### config.mk
export PLATFORM = sky130hd
export DESIGN_NAME = serport_regs
export DESIGN_NICKNAME = d
export VERILOG_FILES = /design/src/rtl/serport_pkg.sv /design/src/rtl/serport_mreg.sv /design/src/rtl/serport_txdata.sv /design/src/rtl/serport_status.sv /design/src/rtl/serport_regs.sv
export SDC_FILE = /design/constraint.sdc
export NUM_CORES = 1
export LEC_CHECK = 0
export ABC_AREA = 1
export BUFFER_PORTS_ARGS = -buffer_cell sky130_fd_sc_hd__clkbuf_2
export CAP_MARGIN = 5
export CELL_PAD_IN_SITES_DETAIL_PLACEMENT = 1
export CELL_PAD_IN_SITES_GLOBAL_PLACEMENT = 2
export CORE_UTILIZATION = 34
export DETAILED_ROUTE_END_ITERATION = 10
export PLACE_DENSITY = 0.9
export SYNTH_ARGS = -nofsm -noshare
export SYNTH_HDL_FRONTEND = slang
export SYNTH_HIERARCHICAL = 1
export SYNTH_SLANG_ARGS = --single-unit
### constraint.sdc
create_clock -name clk -period 3.1 [get_ports clk]
set_input_delay 0.155 -clock clk [delete_from_list [all_inputs] [get_ports clk]]
set_output_delay 0.155 -clock clk [all_outputs]
set_load 0.05 [all_outputs]
### src/rtl/serport_pkg.sv
package serport_pkg;

  localparam int REG_W  = 8;
  localparam int NCFG   = 4;
  localparam int NFLAG  = 5;

  // register byte offsets
  localparam logic [7:0] OFF_MODE = 8'h00;
  localparam logic [7:0] OFF_RATE = 8'h04;
  localparam logic [7:0] OFF_CTRL = 8'h08;
  localparam logic [7:0] OFF_TXD  = 8'h0C;
  localparam logic [7:0] OFF_STAT = 8'h10;
  localparam logic [7:0] OFF_PIN  = 8'h20;
  localparam logic [7:0] OFF_LINE = 8'h24;

  // configuration registers: index 0 mode, 1 rate, 2 ctrl, 3 pin
  localparam int CFG_MODE = 0;
  localparam int CFG_RATE = 1;
  localparam int CFG_CTRL = 2;
  localparam int CFG_PIN  = 3;

  localparam logic [NCFG-1:0][7:0] CFG_OFF  = {OFF_PIN, OFF_CTRL, OFF_RATE, OFF_MODE};
  localparam logic [NCFG-1:0][7:0] CFG_MASK = {8'hF3, 8'hFA, 8'hFF, 8'h7B};
  localparam logic [NCFG-1:0][7:0] CFG_RST  = {8'h00, 8'h20, 8'hFF, 8'h00};

  // control bit positions
  localparam int CB_TIE = 7;
  localparam int CB_RIE = 6;
  localparam int CB_TE  = 5;
  localparam int CB_RE  = 4;

  // status flag indices and their bit positions in the status byte
  localparam int FL_DR   = 0;
  localparam int FL_RDF  = 1;
  localparam int FL_BRK  = 2;
  localparam int FL_TDE  = 3;
  localparam int FL_TEND = 4;

  localparam logic [NFLAG-1:0][2:0] FLAG_POS = {3'd6, 3'd5, 3'd4, 3'd1, 3'd0};
  localparam logic [NFLAG-1:0]      FLAG_RST = 5'b11000;

endpackage

### src/rtl/serport_mreg.sv
module serport_mreg #(
  parameter int          W    = 8,
  parameter logic [W-1:0] MASK = '1,
  parameter logic [W-1:0] RST  = '0
) (
  input  logic         clk,
  input  logic         rst_n,
  input  logic         we,
  input  logic [W-1:0] wdata,
  output logic [W-1:0] q
);

  logic [W-1:0] q_n;

  always_comb begin
    q_n = q;
    if (we) q_n = wdata & MASK;
  end

  always_ff @(posedge clk or negedge rst_n) begin
    if (!rst_n) q <= RST;
    else        q <= q_n;
  end

endmodule

### src/rtl/serport_txdata.sv
module serport_txdata #(
  parameter int W = 8
) (
  input  logic         clk,
  input  logic         rst_n,
  input  logic         we,
  input  logic [W-1:0] wdata,
  output logic         tx_stb,
  output logic [W-1:0] tx_byte
);

  logic         stb_n;
  logic [W-1:0] byte_n;

  always_comb begin
    stb_n  = we;
    byte_n = tx_byte;
    if (we) byte_n = wdata;
  end

  always_ff @(posedge clk or negedge rst_n) begin
    if (!rst_n) begin
      tx_stb  <= 1'b0;
      tx_byte <= '0;
    end else begin
      tx_stb  <= stb_n;
      tx_byte <= byte_n;
    end
  end

  AST_TX_STROBE_BYTE: assert property (@(posedge clk) disable iff (!rst_n)
    we |=> (tx_stb && tx_byte == $past(wdata)));

endmodule

### src/rtl/serport_status.sv
module serport_status
  import serport_pkg::*;
(
  input  logic       clk,
  input  logic       rst_n,
  input  logic       stat_wr,
  input  logic       stat_rd,
  input  logic [7:0] wdata,
  input  logic       ctrl_wr,
  input  logic       txd_wr,
  input  logic       ctrl_te,
  input  logic       ctrl_rie,
  input  logic       line_break,
  input  logic       tx_done,
  input  logic       rx_trig,
  input  logic       rx_dready,
  output logic [7:0] stat_byte,
  output logic       rx_irq
);

  logic [NFLAG-1:0] flag_q;
  logic [NFLAG-1:0] flag_n;
  logic [NFLAG-1:0] set_v;
  logic [NFLAG-1:0] clr_v;
  logic             rearm;
  logic             irq_set;
  logic             irq_clr;
  logic             irq_n;

  assign rearm = stat_rd & ctrl_te;

  always_comb begin
    set_v          = '0;
    set_v[FL_TEND] = (ctrl_wr & ~wdata[CB_TE]) | tx_done | rearm;
    set_v[FL_TDE]  = rearm;
    set_v[FL_BRK]  = line_break;
    set_v[FL_RDF]  = rx_trig;
    set_v[FL_DR]   = rx_dready;

    clr_v = '0;
    for (int i = 0; i < NFLAG; i++) begin
      clr_v[i] = stat_wr & ~wdata[FLAG_POS[i]];
    end
    clr_v[FL_TDE] = clr_v[FL_TDE] | txd_wr;

    // a setting event outranks any clear in the same cycle
    flag_n = set_v | (flag_q & ~clr_v);
  end

  genvar g;
  generate
    for (g = 0; g < NFLAG; g++) begin : g_flag
      always_ff @(posedge clk or negedge rst_n) begin
        if (!rst_n) flag_q[g] <= FLAG_RST[g];
        else        flag_q[g] <= flag_n[g];
      end
    end
  endgenerate

  always_comb begin
    stat_byte = '0;
    for (int i = 0; i < NFLAG; i++) begin
      stat_byte[FLAG_POS[i]] = flag_q[i];
    end
  end

  assign irq_set = rx_trig & ctrl_rie;
  assign irq_clr = (ctrl_wr & ~wdata[CB_RIE]) |
                   (stat_wr & (~wdata[FLAG_POS[FL_RDF]] | ~wdata[FLAG_POS[FL_DR]]));

  always_comb begin
    irq_n = rx_irq;
    if (irq_clr) irq_n = 1'b0;
    if (irq_set) irq_n = 1'b1;
  end

  always_ff @(posedge clk or negedge rst_n) begin
    if (!rst_n) rx_irq <= 1'b0;
    else        rx_irq <= irq_n;
  end

  AST_BREAK_SETS: assert property (@(posedge clk) disable iff (!rst_n)
    line_break |=> stat_byte[4]);
  AST_EVENT_WINS: assert property (@(posedge clk) disable iff (!rst_n)
    (tx_done && stat_wr) |=> stat_byte[6]);
  AST_READ_REARM: assert property (@(posedge clk) disable iff (!rst_n)
    (stat_rd && ctrl_te) |=> (stat_byte[5] && stat_byte[6]));
  AST_TDE_CLEAR: assert property (@(posedge clk) disable iff (!rst_n)
    (txd_wr && !rearm) |=> !stat_byte[5]);
  AST_RSVD_ZERO: assert property (@(posedge clk) disable iff (!rst_n)
    (stat_byte[7] == 1'b0 && stat_byte[3:2] == 2'b00));
  AST_RXIRQ_DROP: assert property (@(posedge clk) disable iff (!rst_n)
    (stat_wr && !wdata[1] && !rx_trig) |=> !rx_irq);

endmodule

### src/rtl/serport_regs.sv
module serport_regs
  import serport_pkg::*;
#(
  parameter int ADDR_W = 6
) (
  input  logic              clk,
  input  logic              rst_n,
  input  logic [ADDR_W-1:0] reg_addr,
  input  logic              reg_wr,
  input  logic [7:0]        reg_wdata,
  input  logic              reg_rd,
  output logic [7:0]        reg_rdata,
  output logic              tx_stb,
  output logic [7:0]        tx_byte,
  output logic              tx_irq,
  output logic              rx_irq,
  output logic              rx_en,
  input  logic              line_break,
  input  logic              tx_done,
  input  logic              rx_trig,
  input  logic              rx_dready
);

  localparam logic [ADDR_W-1:0] A_STAT = ADDR_W'(OFF_STAT);
  localparam logic [ADDR_W-1:0] A_TXD  = ADDR_W'(OFF_TXD);
  localparam logic [ADDR_W-1:0] A_CTRL = ADDR_W'(OFF_CTRL);
  localparam logic [ADDR_W-1:0] A_MODE = ADDR_W'(OFF_MODE);
  localparam logic [ADDR_W-1:0] A_LINE = ADDR_W'(OFF_LINE);

  // reset: asserted asynchronously, released on a clock edge
  logic [1:0] rs_q;
  logic       rst_l;

  always_ff @(posedge clk or negedge rst_n) begin
    if (!rst_n) rs_q <= 2'b00;
    else        rs_q <= {rs_q[0], 1'b1};
  end
  assign rst_l = rs_q[1];

  logic [NCFG-1:0][7:0] cfg_q;
  logic [NCFG-1:0]      cfg_hit;
  logic                 stat_hit;
  logic                 txd_hit;
  logic [7:0]           stat_byte;
  logic [7:0]           ctrl_q;

  assign stat_hit = (reg_addr == A_STAT);
  assign txd_hit  = (reg_addr == A_TXD);

  genvar g;
  generate
    for (g = 0; g < NCFG; g++) begin : g_cfg
      assign cfg_hit[g] = (reg_addr == ADDR_W'(CFG_OFF[g]));
      serport_mreg #(
        .W    (REG_W),
        .MASK (CFG_MASK[g]),
        .RST  (CFG_RST[g])
      ) u_reg (
        .clk   (clk),
        .rst_n (rst_l),
        .we    (reg_wr & cfg_hit[g]),
        .wdata (reg_wdata),
        .q     (cfg_q[g])
      );
    end
  endgenerate

  assign ctrl_q = cfg_q[CFG_CTRL];
  assign tx_irq = ctrl_q[CB_TIE];
  assign rx_en  = ctrl_q[CB_RE];

  serport_status u_status (
    .clk        (clk),
    .rst_n      (rst_l),
    .stat_wr    (reg_wr & stat_hit),
    .stat_rd    (reg_rd & stat_hit),
    .wdata      (reg_wdata),
    .ctrl_wr    (reg_wr & cfg_hit[CFG_CTRL]),
    .txd_wr     (reg_wr & txd_hit),
    .ctrl_te    (ctrl_q[CB_TE]),
    .ctrl_rie   (ctrl_q[CB_RIE]),
    .line_break (line_break),
    .tx_done    (tx_done),
    .rx_trig    (rx_trig),
    .rx_dready  (rx_dready),
    .stat_byte  (stat_byte),
    .rx_irq     (rx_irq)
  );

  serport_txdata #(.W(REG_W)) u_txd (
    .clk     (clk),
    .rst_n   (rst_l),
    .we      (reg_wr & txd_hit),
    .wdata   (reg_wdata),
    .tx_stb  (tx_stb),
    .tx_byte (tx_byte)
  );

  // read mux: zero when idle and for every offset not listed here
  always_comb begin
    reg_rdata = '0;
    if (reg_rd) begin
      for (int i = 0; i < NCFG; i++) begin
        if (cfg_hit[i]) reg_rdata = cfg_q[i];
      end
      if (stat_hit) reg_rdata = stat_byte;
    end
  end

  AST_MODE_MASKED: assert property (@(posedge clk) disable iff (!rst_l)
    (reg_rd && reg_addr == A_MODE) |-> ((reg_rdata & ~CFG_MASK[CFG_MODE]) == 8'h00));
  AST_TXIRQ_TRACK: assert property (@(posedge clk) disable iff (!rst_l)
    (reg_wr && reg_addr == A_CTRL) |=> (tx_irq == $past(reg_wdata[7])));
  AST_RXEN_TRACK: assert property (@(posedge clk) disable iff (!rst_l)
    (reg_wr && reg_addr == A_CTRL) |=> (rx_en == $past(reg_wdata[4])));
  AST_LINE_ZERO: assert property (@(posedge clk) disable iff (!rst_l)
    (reg_rd && (reg_addr == A_LINE || reg_addr == A_TXD)) |-> (reg_rdata == 8'h00));

endmodule

==> results of run 1 <==
-- flip-flops by register name (all words and copies together) (netlist names) --
register	flops
u_status/rx_irq	1
u_status/stat_byte	5
u_txd/tx_stb	1
g_cfg.u_reg/q	26
rs_q	2
u_txd/tx_byte	8
-- per-stage QoR --
step                      hold slack, ps  cell area, µm²  setup slack, ps  cells  util [%]
after global routing                61.9            2690             1160    433      39.8
after floorplan                     -141            2390             1370    314         -
final                               46.1            2690             1270    433      39.8
after global placement             -56.9            2590             1260    424      38.4
after detailed placement           -57.2            2590             1260    424      38.4
after CTS                           30.7            2690             1260    433      39.8
-- critical path: stages --
cell and delay (ps):
clkbuf_2 230, nor2_8 270, nand3_2 250, clkinv_1 240, nor2_1 80, a21oi_1 150, clkbuf_2 290
-- cell usage after synthesis --
master / n
a21oi_1: 7
a21oi_2: 2
buf_4: 10
buf_6: 6
clkinv_1: 1
conb_1: 5
dfrtp_1: 32
dfstp_2: 11
inv_1: 24
inv_2: 8
inv_4: 1
nand2_1: 131
nand3_1: 10
nand3_2: 1
nand4_1: 16
nand4_4: 2
nor2_1: 20
nor2_2: 3
nor2_8: 3
nor3_1: 1
nor4_1: 2
o21ai_0: 8
o21ai_1: 2
o21ai_2: 3
-- per-layer routing --
metal	vias to the layer above	track usage, %	part of all wire, %
met1	977	25.8	46
li1	1039	-	-
met2	34	32.7	49
met4	0	6.67	1.6
met3	8	2.69	2.6
met5	-	0	0
-- worst paths after layout --
path                             startpoint                    end  slack, ps  cells after the start
max in group asynchronous           rs_q[1]  u_status/stat_byte[5]       1930                      1
worst max-delay path            reg_addr[3]           reg_rdata[1]       1270                      7
worst max register to register      rs_q[1]  u_status/stat_byte[5]       1930                      1
min in group asynchronous             rst_n                rs_q[1]        180                      2
worst min-delay path             line_break  u_status/stat_byte[4]         50                      3
worst min register to register      rs_q[1]       u_txd/tx_byte[7]        330                      0
-- cell usage in the layout, fill, tap and decap left out, drive strengths merged --
cell,n
clkinvlp,1
buf,5
nand4,18
o21ai,13
dfrtp,32
nor2,26
dfstp,11
inv,33
clkbuf,47
dlygate4sd3,1
nand3,11
clkinv,2
conb,10
nor4,2
nand2,131
nor3,1
a21oi,9
-- cell type report --
cell class | instances | area (µm²)
multi-input cells | 221 | 1030
clock inverters | 2 | 12.5
well taps | 80 | 100
flip-flops and latches | 43 | 1090
clock buffers | 6 | 72.6
repair buffers | 47 | 253
fillers | 865 | 4070
inverters | 34 | 130
-- power by group through the flow --
stage / logic (mW) / registers [mW] / clock network, mW
floorplan: 0.107 / 0.758 / 0
global placement: 0.242 / 0.694 / 0
detailed placement: 0.252 / 0.697 / 0
CTS: 0.253 / 0.687 / 0.369
global route: 0.277 / 0.696 / 0.381
finish: 0.251 / 0.685 / 0.350
-- kinds of logic after synthesis --
| kind of cell | count (synthesis) | share of synthesized area (%) |
|---|---|---|
| compound gates | 22 | 5.42 |
| buf+inv | 50 | 11.5 |
| flops | 43 | 45.9 |
| other cells | 5 | 0.790 |
| simple gates | 189 | 36.4 |
-- repair_timing --
action | in CTS | in global routing
endpoints found under the hold margin | 2 | 0
setup endpoints to repair | 0 | 0
resized for setup | 0 | 0
hold buffers | 1 | 0
==> run metrics, run 1 <==
outcome=finished, final reports clean; CTS root buf=clkbuf_8; sequential element share of the synthesized area=about 46%; Worst Path Required=roughly 2900 ps; Slew Limit Headroom=~47%; clk_skew=approximately 8.0 ps; Antenna Cells=0; Synth area leader=dfrtp_1; worst vdd ir=between 0.2 and 0.25 mV; startpoint types=input port; GRT Util Overall=between 15 and 20%; vias per inst=roughly 4.8; die area=0.00733 mm²; Worst-Margin Slew=about 800 ps; Switch Pwr=0.427 mW; Worst-path clk slew=80 ps; HPWL after detailed placement=approximately 4800 µm; first-pass GRT wire length=10,800 µm; Yosys top cell area share=roughly a third; count of cell types in the netlist=24; sequential power share=between 50% and 60%; pin count of the biggest net entering global routing=23; share of layout cells above drive strength 1=about a quarter; vias in the first global route=between 2,000 and 2,500; deepest clock path buffer count=2; initial antenna violation count=0; port bufs=a little over 40; Ys Warns=6; max-cap check violation count=0; CTS tree=yes; Pint=0.858 mW; starting density of the core=around a third; Final Hold Viols=0; final setup violation count=0; Leakage=about 1.4 nW; Max Fanout on Critical Path=11; total power=roughly 1.3 mW; Clock Latency Late Sink=roughly 300 ps; fin crit period=about 1800 ps; Core Footprint=between 0.006 and 0.007 mm²; Post-CTS Setup Bufs=0; GRT overflow=0; pwr dens=478 mW/mm²; crit end category=primary output; vias after detailed routing=2,058; Final Max Tran Viols=0; IO Count=42; average size of a mapped cell=slightly below 8 µm²; Post-layout nets=roughly 370; Sw Share=about a third; row count=30; Setup CP Type=input port to primary output; DRC=0; clk sinks=43; hold crit path type=input port to flip-flop; Layout area overhead=13.2%; Comb pwr share=between 10% and 20%; RSZ-0062 raised after global routing=no; fmax=roughly 550 MHz; clock group share of total power=27.3%; wirelength, routed=about 6400 µm; crit path DAT=roughly 1700 ps; H-tree depth=2; FF+latch count, synth=43; Avg WL per Cell=around 15 µm; Fin Setup TNS=0 ps; detailed-router iteration count before antenna repair=6; RD Place Congestion=between 0.8 and 0.9; main area contributors after synthesis=dfrtp_1 34%, nand2_1 21%, dfstp_2 12%; Post-Synthesis Cells=roughly 310; Die X=about 86 µm; crit share post-route=58.9%; synthesized cell area=about 0.0024 mm²; Antenna Violating Nets Remaining=0; Inserted Clock Buffers=5; DIE HEIGHT=between 80 and 90 µm; Iteration-0 DRC Markers=102
(Power assumes the default switching activity.)
==> inputs of run 2 (changes only) <==
Settings changed: CORE_UTILIZATION 34 to 29, PLACE_DENSITY 0.9 to 0.82.
Clock period 3.1 ns to 1.6 ns, I/O delays scaled along.
==> run metrics, run 2 (synthesis results as in run 1) <==
vias per inst=4.54 (-4.4%); Worst-path clk slew=90 ps (about the same); Core Footprint=0.00781 mm² (+16%); H-tree depth=2 (unchanged); cell total after placement=450 (+6.1%); IO Count=42 (unchanged); starting density of the core=30.4% (-4.7 points); port bufs=41 (unchanged); pin count of the biggest net entering global routing=42 (+83%); RD Place Congestion=0.771 (-11%); worst vdd ir=0.313 mV (+48%); final setup violation count=0 (unchanged); filler cell count=990 (+14%); hold crit path type=input port to flip-flop; GRT overflow=0 (unchanged); fmax=643 MHz; initial antenna violation count=0 (unchanged); Worst-Margin Slew=552 ps (-242 ps); vias after detailed routing=2,108 (+2.4%); GRT Util Overall=17.0% (-2.4 points); max-cap check violation count=0 (unchanged); DRC=0 (unchanged); RSZ-0062 raised after global routing=yes; startpoint types=flip-flop; Antenna Cells=0 (unchanged); max reg flops=26 (unchanged); Top reg by flops=g_cfg.u_reg/q; fin area=0.00298 mm² (+11%); Non-Filler Instances=464 (+7.2%); Antenna Violating Nets Remaining=0 (unchanged); Post-DP Area=0.00279 mm² (+7.6%); Clock Latency Late Sink=290 ps (about the same); final core utilization=38.2% (-1.6 points); clk_skew=8.46 ps (+0.471 ps); Layout area overhead=25.6%; deepest clock path buffer count=2 (unchanged); Slew Limit Headroom=63.2% (+16 points); most frequent cells in the layout=128 x nand2_1, 33 x clkbuf_2, 32 x dfrtp_1; Max Fanout on Critical Path=2 (-9); outcome=finished, final reports clean; Final Max Tran Viols=0 (unchanged); CTS tree=yes; Avg WL per Cell=14.2 µm (-4.8%); crit share post-route=97.2%; clk sinks=43 (unchanged); share of layout cells above drive strength 1=27.9% (+3.3 points); Worst Path Required=1520 ps (-1420 ps); wirelength, routed=6570 µm (+2.1%); Final Hold Viols=0 (unchanged); Iteration-0 DRC Markers=69 (-32%); die area=0.00856 mm² (+17%); Inserted Clock Buffers=5 (unchanged); DIE HEIGHT=92.5 µm (+8.1%); commonest non-fill, non-tap cell in the layout=nand2_1; Post-layout nets=383 (+2.4%); fin crit period=~1600 ps; vias in the first global route=2,153 (+3.3%); Die X=92.5 µm (+8.1%); crit end category=primary output; HPWL after detailed placement=4800 µm (+0.10%); detailed-router iteration count before antenna repair=4 (-2); Setup CP Type=flip-flop to primary output; row count=32 (+6.7%); pwr dens=847 mW/mm² (+77%); CTS root buf=clkbuf_8; Leakage=1.44 nW (+5.9%); crit path DAT=1470 ps (-200 ps); total power=2.53 mW (+97%); first-pass GRT wire length=11,200 µm (+3.1%)
run 2: cell count changes in the layout (fill, tap and decap cells not counted), moves of 3 or more:
| cell | delta |
|---|---|
| nand2_2 | +3 |
| a21oi_2 | +3 |
| a21oi_1 | -6 |
| a21oi_4 | +3 |
| buf_12 | +9 |
| dlygate4sd3_1 | +4 |
| nand2_1 | -3 |
| buf_4 | +4 |
| clkbuf_2 | -8 |
run 2: what timing repair did:
action,in CTS,in global routing
endpoints found under the setup margin,3,8
pin swaps,0,6
gates resized for setup,3,8
hold buffers,5,0
buffers inserted,0,1
hold endpoints to repair,6,0
cloned,0,0
run 2: power breakdown:
part,total [mW],internal (mW),leakage [nW],switching (mW)
logic,0.531,0.150,0.883,0.381
clock network,0.684,0.309,0.0385,0.375
registers,1.31,1.23,0.522,0.0792
total,2.53,1.69,1.44,0.835
run 2: stage by stage:
stage                     setup TNS (ps)  hold slack (ps)  setup slack (ps)
after floorplan                        0             -216              21.5
after global placement                 0             -134               159
after detailed placement               0             -132               137
after CTS                              0             2.47             0.919
after global routing               -62.8             16.9             -23.5
final                                  0             7.13              45.3
run 2: cell type report:
cell class	instances	area (µm²)	share of cell area, %
clock buffer	7	76.3	2.56
clock inverter	1	7.51	0.252
inverter	34	130	4.36
multi-input combinational	221	1090	36.5
sequential	43	1090	36.5
tap	102	128	4.28
timing repair buffer	56	463	15.5
run 2: final timing paths:
kind | slack [ps] | endpoint | start | cells past startpoint
worst max-delay path | 50 | reg_rdata[6] | g_cfg[1].u_reg/q[6] | 5
worst max register to register | 820 | u_status/stat_byte[5] | u_status/stat_byte[5] | 2
max in group asynchronous | 880 | g_cfg[1].u_reg/q[0] | rs_q[1] | 1
min in group asynchronous | 120 | rs_q[0] | rst_n | 2
worst min register to register | 320 | g_cfg[2].u_reg/q[6] | rs_q[1] | 1
worst min-delay path | 7 | u_status/stat_byte[6] | tx_done | 3
run 2: critical path: stages (launching register included):
cell and delay (ps):
dfstp_2 550, nand4_1 110, nand3_1 90, nand2_1 70, a21oi_2 200, buf_12 160
run 2: metal layers:
metal / vias to the layer above / track usage [%] / part of all wire (%)
li1: 1051 / - / -
met1: 1024 / 23.2 / 47
met2: 28 / 28.7 / 50
met3: 5 / 1.72 / 1.8
met4: 0 / 4.69 / 1.2
met5: - / 0 / 0
